===== src/rtl/irqc_pkg.sv =====
package irqc_pkg;

  typedef enum logic [2:0] {
    SRC_NONE,
    SRC_MASK,
    SRC_PEND,
    SRC_LINE,
    SRC_CNT
  } rdSrc_e;

  typedef struct packed {
    logic   maskWr;
    logic   ackWr;
    logic   rdEn;
    rdSrc_e rdSrc;
  } ctrlStrb_t;

endpackage


===== src/rtl/irqc_ctrl.sv =====
module irqc_ctrl
  import irqc_pkg::*;
#(
  parameter int NUM_LINES = 32,
  parameter int ADDR_W    = 6,
  parameter int CNT_BASE  = 32,
  localparam int IDX_W    = (NUM_LINES > 1) ? $clog2(NUM_LINES) : 1
) (
  input  logic              sel,
  input  logic              wrEn,
  input  logic [ADDR_W-1:0] addr,
  output ctrlStrb_t         strb,
  output logic [IDX_W-1:0]  cntIdx
);

  localparam logic [ADDR_W-1:0] OFS_MASK = ADDR_W'(0);
  localparam logic [ADDR_W-1:0] OFS_PEND = ADDR_W'(1);
  localparam logic [ADDR_W-1:0] OFS_LINE = ADDR_W'(2);
  localparam logic [ADDR_W-1:0] CNT_LO   = ADDR_W'(CNT_BASE);
  localparam logic [ADDR_W-1:0] CNT_HI   = ADDR_W'(CNT_BASE + NUM_LINES - 1);

  logic isCnt;
  logic [ADDR_W-1:0] cntOfs;

  assign isCnt  = (addr >= CNT_LO) && (addr <= CNT_HI);
  assign cntOfs = addr - CNT_LO;
  assign cntIdx = cntOfs[IDX_W-1:0];

  always_comb begin
    strb.maskWr = sel && wrEn && (addr == OFS_MASK);
    strb.ackWr  = sel && wrEn && (addr == OFS_PEND);
    strb.rdEn   = sel && !wrEn;
    if (isCnt)                 strb.rdSrc = SRC_CNT;
    else if (addr == OFS_MASK) strb.rdSrc = SRC_MASK;
    else if (addr == OFS_PEND) strb.rdSrc = SRC_PEND;
    else if (addr == OFS_LINE) strb.rdSrc = SRC_LINE;
    else                       strb.rdSrc = SRC_NONE;
  end

endmodule


===== src/rtl/irqc_datapath.sv =====
module irqc_datapath
  import irqc_pkg::*;
#(
  parameter int NUM_LINES   = 32,
  parameter int CNT_W       = 32,
  parameter int DATA_W      = 32,
  parameter int SYNC_STAGES = 2,
  localparam int IDX_W      = (NUM_LINES > 1) ? $clog2(NUM_LINES) : 1
) (
  input  logic                 clk,
  input  logic                 rstN,
  input  logic [NUM_LINES-1:0] irqIn,
  input  ctrlStrb_t            strb,
  input  logic [IDX_W-1:0]     cntIdx,
  input  logic [DATA_W-1:0]    wrData,
  output logic [DATA_W-1:0]    rdData,
  output logic [NUM_LINES-1:0] lineState,
  output logic [NUM_LINES-1:0] pendingQ,
  output logic [NUM_LINES-1:0] maskQ
);

  logic [NUM_LINES-1:0] syncQ [SYNC_STAGES];
  logic [NUM_LINES-1:0] linePrev;
  logic [NUM_LINES-1:0] riseVec;
  logic [NUM_LINES-1:0] ackVec;
  logic [NUM_LINES*CNT_W-1:0] cntFlat;
  logic [DATA_W-1:0] rdNext;

  always_ff @(posedge clk or negedge rstN) begin
    if (!rstN) begin
      for (int s = 0; s < SYNC_STAGES; s++) syncQ[s] <= '0;
    end else begin
      syncQ[0] <= irqIn;
      for (int s = 1; s < SYNC_STAGES; s++) syncQ[s] <= syncQ[s-1];
    end
  end

  assign lineState = syncQ[SYNC_STAGES-1];
  assign riseVec   = lineState & ~linePrev;
  assign ackVec    = strb.ackWr ? wrData[NUM_LINES-1:0] : '0;

  always_ff @(posedge clk or negedge rstN) begin
    if (!rstN) begin
      linePrev <= '0;
      pendingQ <= '0;
      maskQ    <= '0;
    end else begin
      linePrev <= lineState;
      pendingQ <= (pendingQ & ~ackVec) | lineState;
      if (strb.maskWr) maskQ <= wrData[NUM_LINES-1:0];
    end
  end

  for (genvar g = 0; g < NUM_LINES; g++) begin : gLine
    logic [CNT_W-1:0] cnt;
    always_ff @(posedge clk or negedge rstN) begin
      if (!rstN)          cnt <= '0;
      else if (riseVec[g]) cnt <= cnt + CNT_W'(1);
    end
    assign cntFlat[g*CNT_W +: CNT_W] = cnt;
  end

  always_comb begin
    unique case (strb.rdSrc)
      SRC_MASK: rdNext = DATA_W'(maskQ);
      SRC_PEND: rdNext = DATA_W'(pendingQ);
      SRC_LINE: rdNext = DATA_W'(lineState);
      SRC_CNT:  rdNext = DATA_W'(cntFlat[cntIdx*CNT_W +: CNT_W]);
      default:  rdNext = '0;
    endcase
  end

  always_ff @(posedge clk or negedge rstN) begin
    if (!rstN)          rdData <= '0;
    else if (strb.rdEn) rdData <= rdNext;
    else                rdData <= '0;
  end

endmodule


===== src/rtl/irq_sticky_ctrl.sv =====
module irq_sticky_ctrl
  import irqc_pkg::*;
#(
  parameter int NUM_LINES   = 32,
  parameter int CNT_W       = 32,
  parameter int DATA_W      = 32,
  parameter int ADDR_W      = 6,
  parameter int CNT_BASE    = 32,
  parameter int SYNC_STAGES = 2,
  localparam int IDX_W      = (NUM_LINES > 1) ? $clog2(NUM_LINES) : 1
) (
  input  logic                 clk,
  input  logic                 rstN,
  input  logic [NUM_LINES-1:0] irqIn,
  input  logic                 sel,
  input  logic                 wrEn,
  input  logic [ADDR_W-1:0]    addr,
  input  logic [DATA_W-1:0]    wrData,
  output logic [DATA_W-1:0]    rdData,
  output logic                 irqOut
);

  ctrlStrb_t            strb;
  logic [IDX_W-1:0]     cntIdx;
  logic [NUM_LINES-1:0] lineState;
  logic [NUM_LINES-1:0] pendingQ;
  logic [NUM_LINES-1:0] maskQ;

  irqc_ctrl #(
    .NUM_LINES(NUM_LINES), .ADDR_W(ADDR_W), .CNT_BASE(CNT_BASE)
  ) uCtrl (
    .sel(sel), .wrEn(wrEn), .addr(addr), .strb(strb), .cntIdx(cntIdx)
  );

  irqc_datapath #(
    .NUM_LINES(NUM_LINES), .CNT_W(CNT_W), .DATA_W(DATA_W),
    .SYNC_STAGES(SYNC_STAGES)
  ) uDp (
    .clk(clk), .rstN(rstN), .irqIn(irqIn), .strb(strb), .cntIdx(cntIdx),
    .wrData(wrData), .rdData(rdData), .lineState(lineState),
    .pendingQ(pendingQ), .maskQ(maskQ)
  );

  assign irqOut = |(pendingQ & maskQ);

endmodule


===== config.mk =====
export PLATFORM = sky130hd
export DESIGN_NAME = irq_sticky_ctrl
export DESIGN_NICKNAME = d
export VERILOG_FILES = /design/src/rtl/irqc_pkg.sv /design/src/rtl/irqc_ctrl.sv /design/src/rtl/irqc_datapath.sv /design/src/rtl/irq_sticky_ctrl.sv
export SDC_FILE = /design/constraint.sdc
export NUM_CORES = 2
export LEC_CHECK = 0
export BUFFER_PORTS_ARGS = -buffer_cell sky130_fd_sc_hd__buf_2
export CORE_UTILIZATION = 43
export DETAILED_ROUTE_END_ITERATION = 8
export HOLD_SLACK_MARGIN = 0.15
export PLACE_DENSITY = 0.65
export SLEW_MARGIN = 20
export SYNTH_ARGS = -nofsm -noshare
export SYNTH_HDL_FRONTEND = slang
export SYNTH_SLANG_ARGS = --single-unit

===== constraint.sdc =====
create_clock -name clk -period 3.1 [get_ports clk]
set_input_delay 0.775 -clock clk [delete_from_list [all_inputs] [get_ports clk]]
set_output_delay 0.775 -clock clk [all_outputs]
set_load 0.05 [all_outputs]

Word-level counts from Yosys, hierarchy flattened
Cells that the tools add are included.
- register bits after elaboration: 1216
- bits in latches: 0
- RAM bits: 0
- memory bits (read-only): 0
- bits of input ports: 74
- output and inout bits: 33
- logic and storage cells: 101
- memories kept: 0
- add/sub/neg operators: 33
- multipliers: 0
- div/mod/pow operators: 0
- $lt $le $gt $ge: 2
- eq/ne operators: 6
- shift-type cells: 1
- mux-type cells: 7
- bitwise logic cells: 6
- reduce and logical (&&, ||, !) cells: 8
- operators with widths (cell ; number):
    $add A32 B1 Y32 const B ; 32
    $shiftx A1024 B11 Y32 ; 1
    $pmux W32 S4 ; 1
    $and A32 B32 Y32 ; 3
    $mux W32 ; 2
    $not A32 Y32 ; 2
    $or A32 B32 Y32 ; 1
    $reduce_or A32 Y1 ; 1
    $mux W3 ; 3
    $eq A3 B2 Y1 const B ; 2
    $eq A6 B1 Y1 const B ; 1
    $eq A6 B2 Y1 const B ; 1
    $ge A6 B6 Y1 const B ; 1
    $le A6 B6 Y1 const B ; 1
    $logic_not A6 Y1 ; 1
    $logic_and A1 B1 Y1 ; 5
    $sub A5 B1 Y5 const B ; 1
    $eq A3 B1 Y1 const B ; 1
    $eq A3 B3 Y1 const B ; 1
    $mux W2 ; 1
    $logic_not A1 Y1 ; 1

Longest topological paths before layout
- word-level depth: 8
- mapped depth: 10
- mapped depth without buffers: 6

Modules after synthesis
From an unflattened synthesis, not the netlist that was laid out.
- cells, all modules: 5260
- area, all modules: 60095.1 µm²
- by module, submodules not included (module ; instances ; cells each ; area an instance (µm²) ; sequential area each (µm²)):
    irqc_datapath ; 1 ; 5223 ; 59834.9 ; 30429.2
    irq_sticky_ctrl ; 1 ; 21 ; 157.7 ; 0.0
    irqc_ctrl ; 1 ; 16 ; 102.6 ; 0.0

Least setup slack after synthesis
Ideal clock, no wire load.
- path type: input port to flip-flop
- start point: in addr[1]
- end point: reg uDp.rdData[13]
- library setup time: 119 ps
- arrival: 2316 ps
- required time: 2981 ps
- path slack: 666 ps
- cell stages on the path: 7
- buffers on the path: 3
- path through: buf_6 > buf_4 > buf_2 > mux4_2 > a22oi_1 > a21oi_1 > o21a_1
- longest elaborated chain between the ends: 8
- elaborated cells between the ends (all ways): 18
- those cells by class: add/sub: 1; order compare: 2; eq/ne: 6; shift: 1; mux: 6; reduce/logical: 2
- RTL lines (element ; line ; source):
    from (decl) ; irq_sticky_ctrl.sv:17 ; input logic [ADDR_W-1:0] addr,
    branches (longest 6 deep; another with $sub A5 B1 Y5) ; -- ;
    $pmux W32 S4 * ; irqc_datapath.sv:64 ; unique case (strb.rdSrc)
    $mux W32 * ; irqc_datapath.sv:75 ; else if (strb.rdEn) rdData <= rdNext;
    to (signal assigned) ; irqc_datapath.sv:75 ;
    to (decl) ; irqc_datapath.sv:16 ; output logic [DATA_W-1:0] rdData,
Every way passes the cells marked *.
A chain may end at the register's enable or synchronous reset.

Final worst setup path
- start point: reg uDp.pendingQ[20]
- end point: out irqOut
- longest elaborated chain between the ends: 2
- RTL lines (element ; line ; source):
    from (decl) ; irqc_datapath.sv:18 ; output logic [NUM_LINES-1:0] pendingQ,
    from (signal assigned) ; irqc_datapath.sv:49 ; pendingQ <= (pendingQ & ~ackVec) | lineState;
    $and A32 B32 Y32 ; irq_sticky_ctrl.sv:44 ; assign irqOut = |(pendingQ & maskQ);
    $reduce_or A32 Y1 ; irq_sticky_ctrl.sv:44 ;
    to (decl) ; irq_sticky_ctrl.sv:20 ; output logic irqOut
Every way passes these cells.

==> key figures <==
Synth
  • Number of synthesized register bits: 1216
  • Syn Std Cell Area: 59900 um2
  • Post-synthesis net count: 5191
  • Synth unique cells: 65
  • Ys async rst share: 1.00
  • Avg Cell Area, Syn: 11.8 um2
  • Synth Flop Type: dfrtp_1
  • Register area share after synthesis: 0.508
  • Number of flops mapped to enable cells by yosys: 0
  • Synth Instances: 5085
  • Yosys warning count: 0

Power and ir drop
  • Worst vdd rail ir drop: 518 uV
  • Reg power frac: 0.470
  • Clock Power Share: 0.417
  • Comb power frac: 0.113
  • Cell Pwr Density: 585 nW/um2
  • Psw: 11000 uW
  • P_leak: 0.0306 uW
  • PnR Total Power: 40300 uW
  • Switching part of the total: 0.274
  • Int Pwr: 29300 uW

Timing
  • Slew HR: 0.273
  • Pins Over Slew Limit: 0
  • Measured slew at the worst slew-check pin: 1.06 ns
  • Final setup violation count: 1
  • Fin Clk Skew: 0.0363 ns
  • Min Clock Period, post-route: 3.22 ns
  • Final Cycle Share: 1.04
  • Peak Freq: 311 MHz
  • PnR worst setup slack: -0.118 ns
  • Final Hold Viols: 0
  • RSZ-0062 raised after global routing: yes

CTS
  • Root Buffer: clkbuf_16
  • CTS tree: built
  • CTS sink cnt: 1216
  • Clock latency on the worst-skew pair: 0.78 ns
  • Clk buf depth: 3
  • H-tree levels: 4
  • TritonCTS Buffers: 135
  • Clock-pin transition on the worst setup and hold timing paths: 0.07 ns

Setup path
  • Critical Path AT: 2.44 ns
  • Max FO, Critical Path: 3
  • Crit path capture type: output pin
  • Critical path's slowest cell: or4_4
  • Req. time, crit path: 2.32 ns
  • Cell chain of the critical path: a22oi_2 > nand4_1 > or4_4 > buf_6
  • CP peak stage delay: 0.60 ns
  • Startpoint types: register
  • Crit Path Class: reg -> out

Placement
  • Port buffer count: 106
  • Detailed Place HPWL: 144000 um
  • Cell Count Post-Placement: 7034
  • Last weighted congestion value of the routability-driven placer: 1.02
  • Pre-CTS setup slack: -0.377 ns

Outcome
  • Violated checks: setup timing
  • Outcome: complete, but fails checks

Routing
  • DRC viols: 0
  • WL/cell: 25.6 um
  • Total number of vias: 43200
  • Final WL: 187000 um
  • Post-route ant nets: 0
  • Iter 0 DRT Violations: 4795
  • Via-to-Cell Ratio: 5.91
  • Pre-antenna DRT Iters: 6

Die
  • Die area: 141000 um2
  • Row count: 136
  • Die height: 375 um
  • Chip width: 375 um
  • Initial Util: 0.435
  • Core area: 138000 um2
  • I/O pins: 107

Finish
  • Layout cell share with drive strength beyond 1: 0.159
  • Finished Core Util: 0.500
  • Post-Layout Cell Count: 7310
  • Fin nets: 5516
  • Fillers: 12100
  • Multi-input logic area: 28500 um2
  • Seq. cell area: 30400 um2
  • Layout area overhead: 14.9%

Flow run
  • Max-cap violations: 0

Global routing
  • Initial antenna violation count: 16
  • Largest net degree at the start of global routing: 99
  • Vias in the first global route: 42100
  • Wire length of the first global-routing pass: 279000 um
  • Total Routing Usage GR: 0.268
  • Congestion Overflow GR: 0

Min path
  • Hold Path Class: in -> reg
Yosys cell counts, drive strengths merged, types with 2 or more instances:
master,instances,area share
nand2,503,0.032
and4,108,0.016
a2111oi,8,0.0012
mux4,235,0.088
mux2,73,0.014
a311oi,3,0.00044
o32ai,3,0.00044
nor4b,6,0.0014
nor4,54,0.0078
and2,53,0.0055
dfrtp,1216,0.51
nor3,107,0.0092
and4b,4,0.00067
nand3b,15,0.0019
nand4b,21,0.0031
nor2,284,0.018
nor2b,58,0.0061
buf,93,0.010
o22ai,10,0.0010
a211oi,19,0.0024
and3b,2,0.00029
nor3b,7,0.00096
a22oi,79,0.0099
a21oi,33,0.0028
xnor2,635,0.093
nand4,245,0.026
nand3,301,0.025
a221oi,3,0.00044
a32oi,4,0.00058
nand2b,9,0.00094
or4,8,0.0011
a2bb2oi,3,0.00044
o21a,11,0.0014
inv,70,0.0044
mux2i,90,0.015
a21o,35,0.0044
clkbuf,59,0.0037
or2,13,0.0014
and3,153,0.016
ha,32,0.0067
a22o,12,0.0018
o2bb2ai,12,0.0018
or3,11,0.0011
o21ai,26,0.0022
xor2,356,0.052
cells in the final DEF, fill, tap and decap left out, types with 35 or more instances in the layout:
master / instances
nand3_1: 301
and2_1: 51
nor3_1: 103
a22oi_1: 71
inv_1: 69
nor2_1: 283
a21o_1: 35
nand2_1: 503
dfrtp_1: 1216
nand4_1: 243
and3_1: 153
mux2_2: 71
mux4_2: 235
xnor2_1: 635
xor2_1: 356
buf_12: 35
and4_1: 108
mux2i_1: 90
nor4_1: 42
nor2b_1: 56
buf_2: 101
clkbuf_16: 140
buf_4: 168
state kept, by name (all words and copies together) (netlist names):
signal	cells
uDp.syncQ	32
uDp.lineState	32
uDp.maskQ	32
uDp.rdData	32
uDp.pendingQ	32
uDp.gLine.cnt	1024
uDp.linePrev	32
metrics by stage:
| stage | setup TNS [ns] | instance area [um2] | hold WS, ns |
|---|---|---|---|
| after global routing | -0.113 | 68800 | 0.291 |
| final | -0.118 | 68900 | 0.303 |
| after floorplan | 0 | 59900 | 0.331 |
| after CTS | -0.117 | 68800 | 0.254 |
| after global placement | -0.332 | 63800 | 0.332 |
| after detailed placement | -0.812 | 63800 | 0.335 |
layer usage:
metal  vias up  part of all wire  global-route usage
li1      18900                 -                   -
met1     22100              0.42               0.373
met2      1834              0.44               0.391
met3       347              0.10              0.0760
met4        14             0.043               0.113
met5         -           0.00050                   0
cells by family (layout without fill, tap and decap cells):
kind of cell,after synthesis,in the layout,synth area share
adder cells (fa/ha/maj),32,32,0.00668
other,0,2,0
flip-flops,1216,1216,0.508
AO/OA/AOI/OAI,262,262,0.0312
buffers and inverters,222,651,0.0184
multiplexers,398,398,0.117
XOR/XNOR,991,991,0.145
AND/OR/NAND/NOR,1964,1964,0.174
worst paths after layout:
kind	start	to	slack [ns]	cells after the start
worst max-delay path	uDp.pendingQ[20]	irqOut	-0.12	4
worst min-delay path	wrData[4]	uDp.maskQ[4]	0.30	2
worst max register to register	uDp.gLine[9].cnt[0]	uDp.gLine[9].cnt[26]	0.67	6
worst min register to register	uDp.syncQ[44]	uDp.lineState[12]	0.34	0
max in group asynchronous	rstN	uDp.gLine[5].cnt[4]	1.52	4
min in group asynchronous	rstN	uDp.gLine[31].cnt[23]	0.49	2
power groups by stage:
stage                     combinational (uW)  clock (uW)  sequential (uW)
after floorplan                         2840           0            18500
after global placement                  4320           0            19100
after detailed placement                4460           0            19100
after CTS                               4530       17100            18900
after global routing                    4940       17600            19100
final                                   4560       16800            18900
final cells by class:
| cell class | instances | area share |
|---|---|---|
| Tap cell | 1794 | 0.0326 |
| Sequential cell | 1216 | 0.442 |
| Timing Repair Buffer | 340 | 0.0412 |
| Multi-Input combinational cell | 3647 | 0.413 |
| Clock buffer | 205 | 0.0594 |
| Clock inverter | 36 | 0.00772 |
| Antenna cell | 2 | 0.0000727 |
| Inverter | 70 | 0.00382 |
critical path: cells and delay by family, from the launching register on:
kind                   cells  cell delay [ns]
flip-flops                 1             0.41
buffers and inverters      1             0.19
AND/OR/NAND/NOR            2             0.75
AO/OA/AOI/OAI              1             0.33
what timing repair did:
| action | CTS | global route |
|---|---|---|
| endpoints found under the setup margin | 1 | 1 |
| setup buffers | 0 | 0 |
| resized for setup | 8 | 3 |
| hold buffers | 33 | 0 |
| endpoints found under the hold margin | 82 | 0 |
| pin swaps | 2 | 1 |
Note: power is estimated with default switching activity, not from simulation.
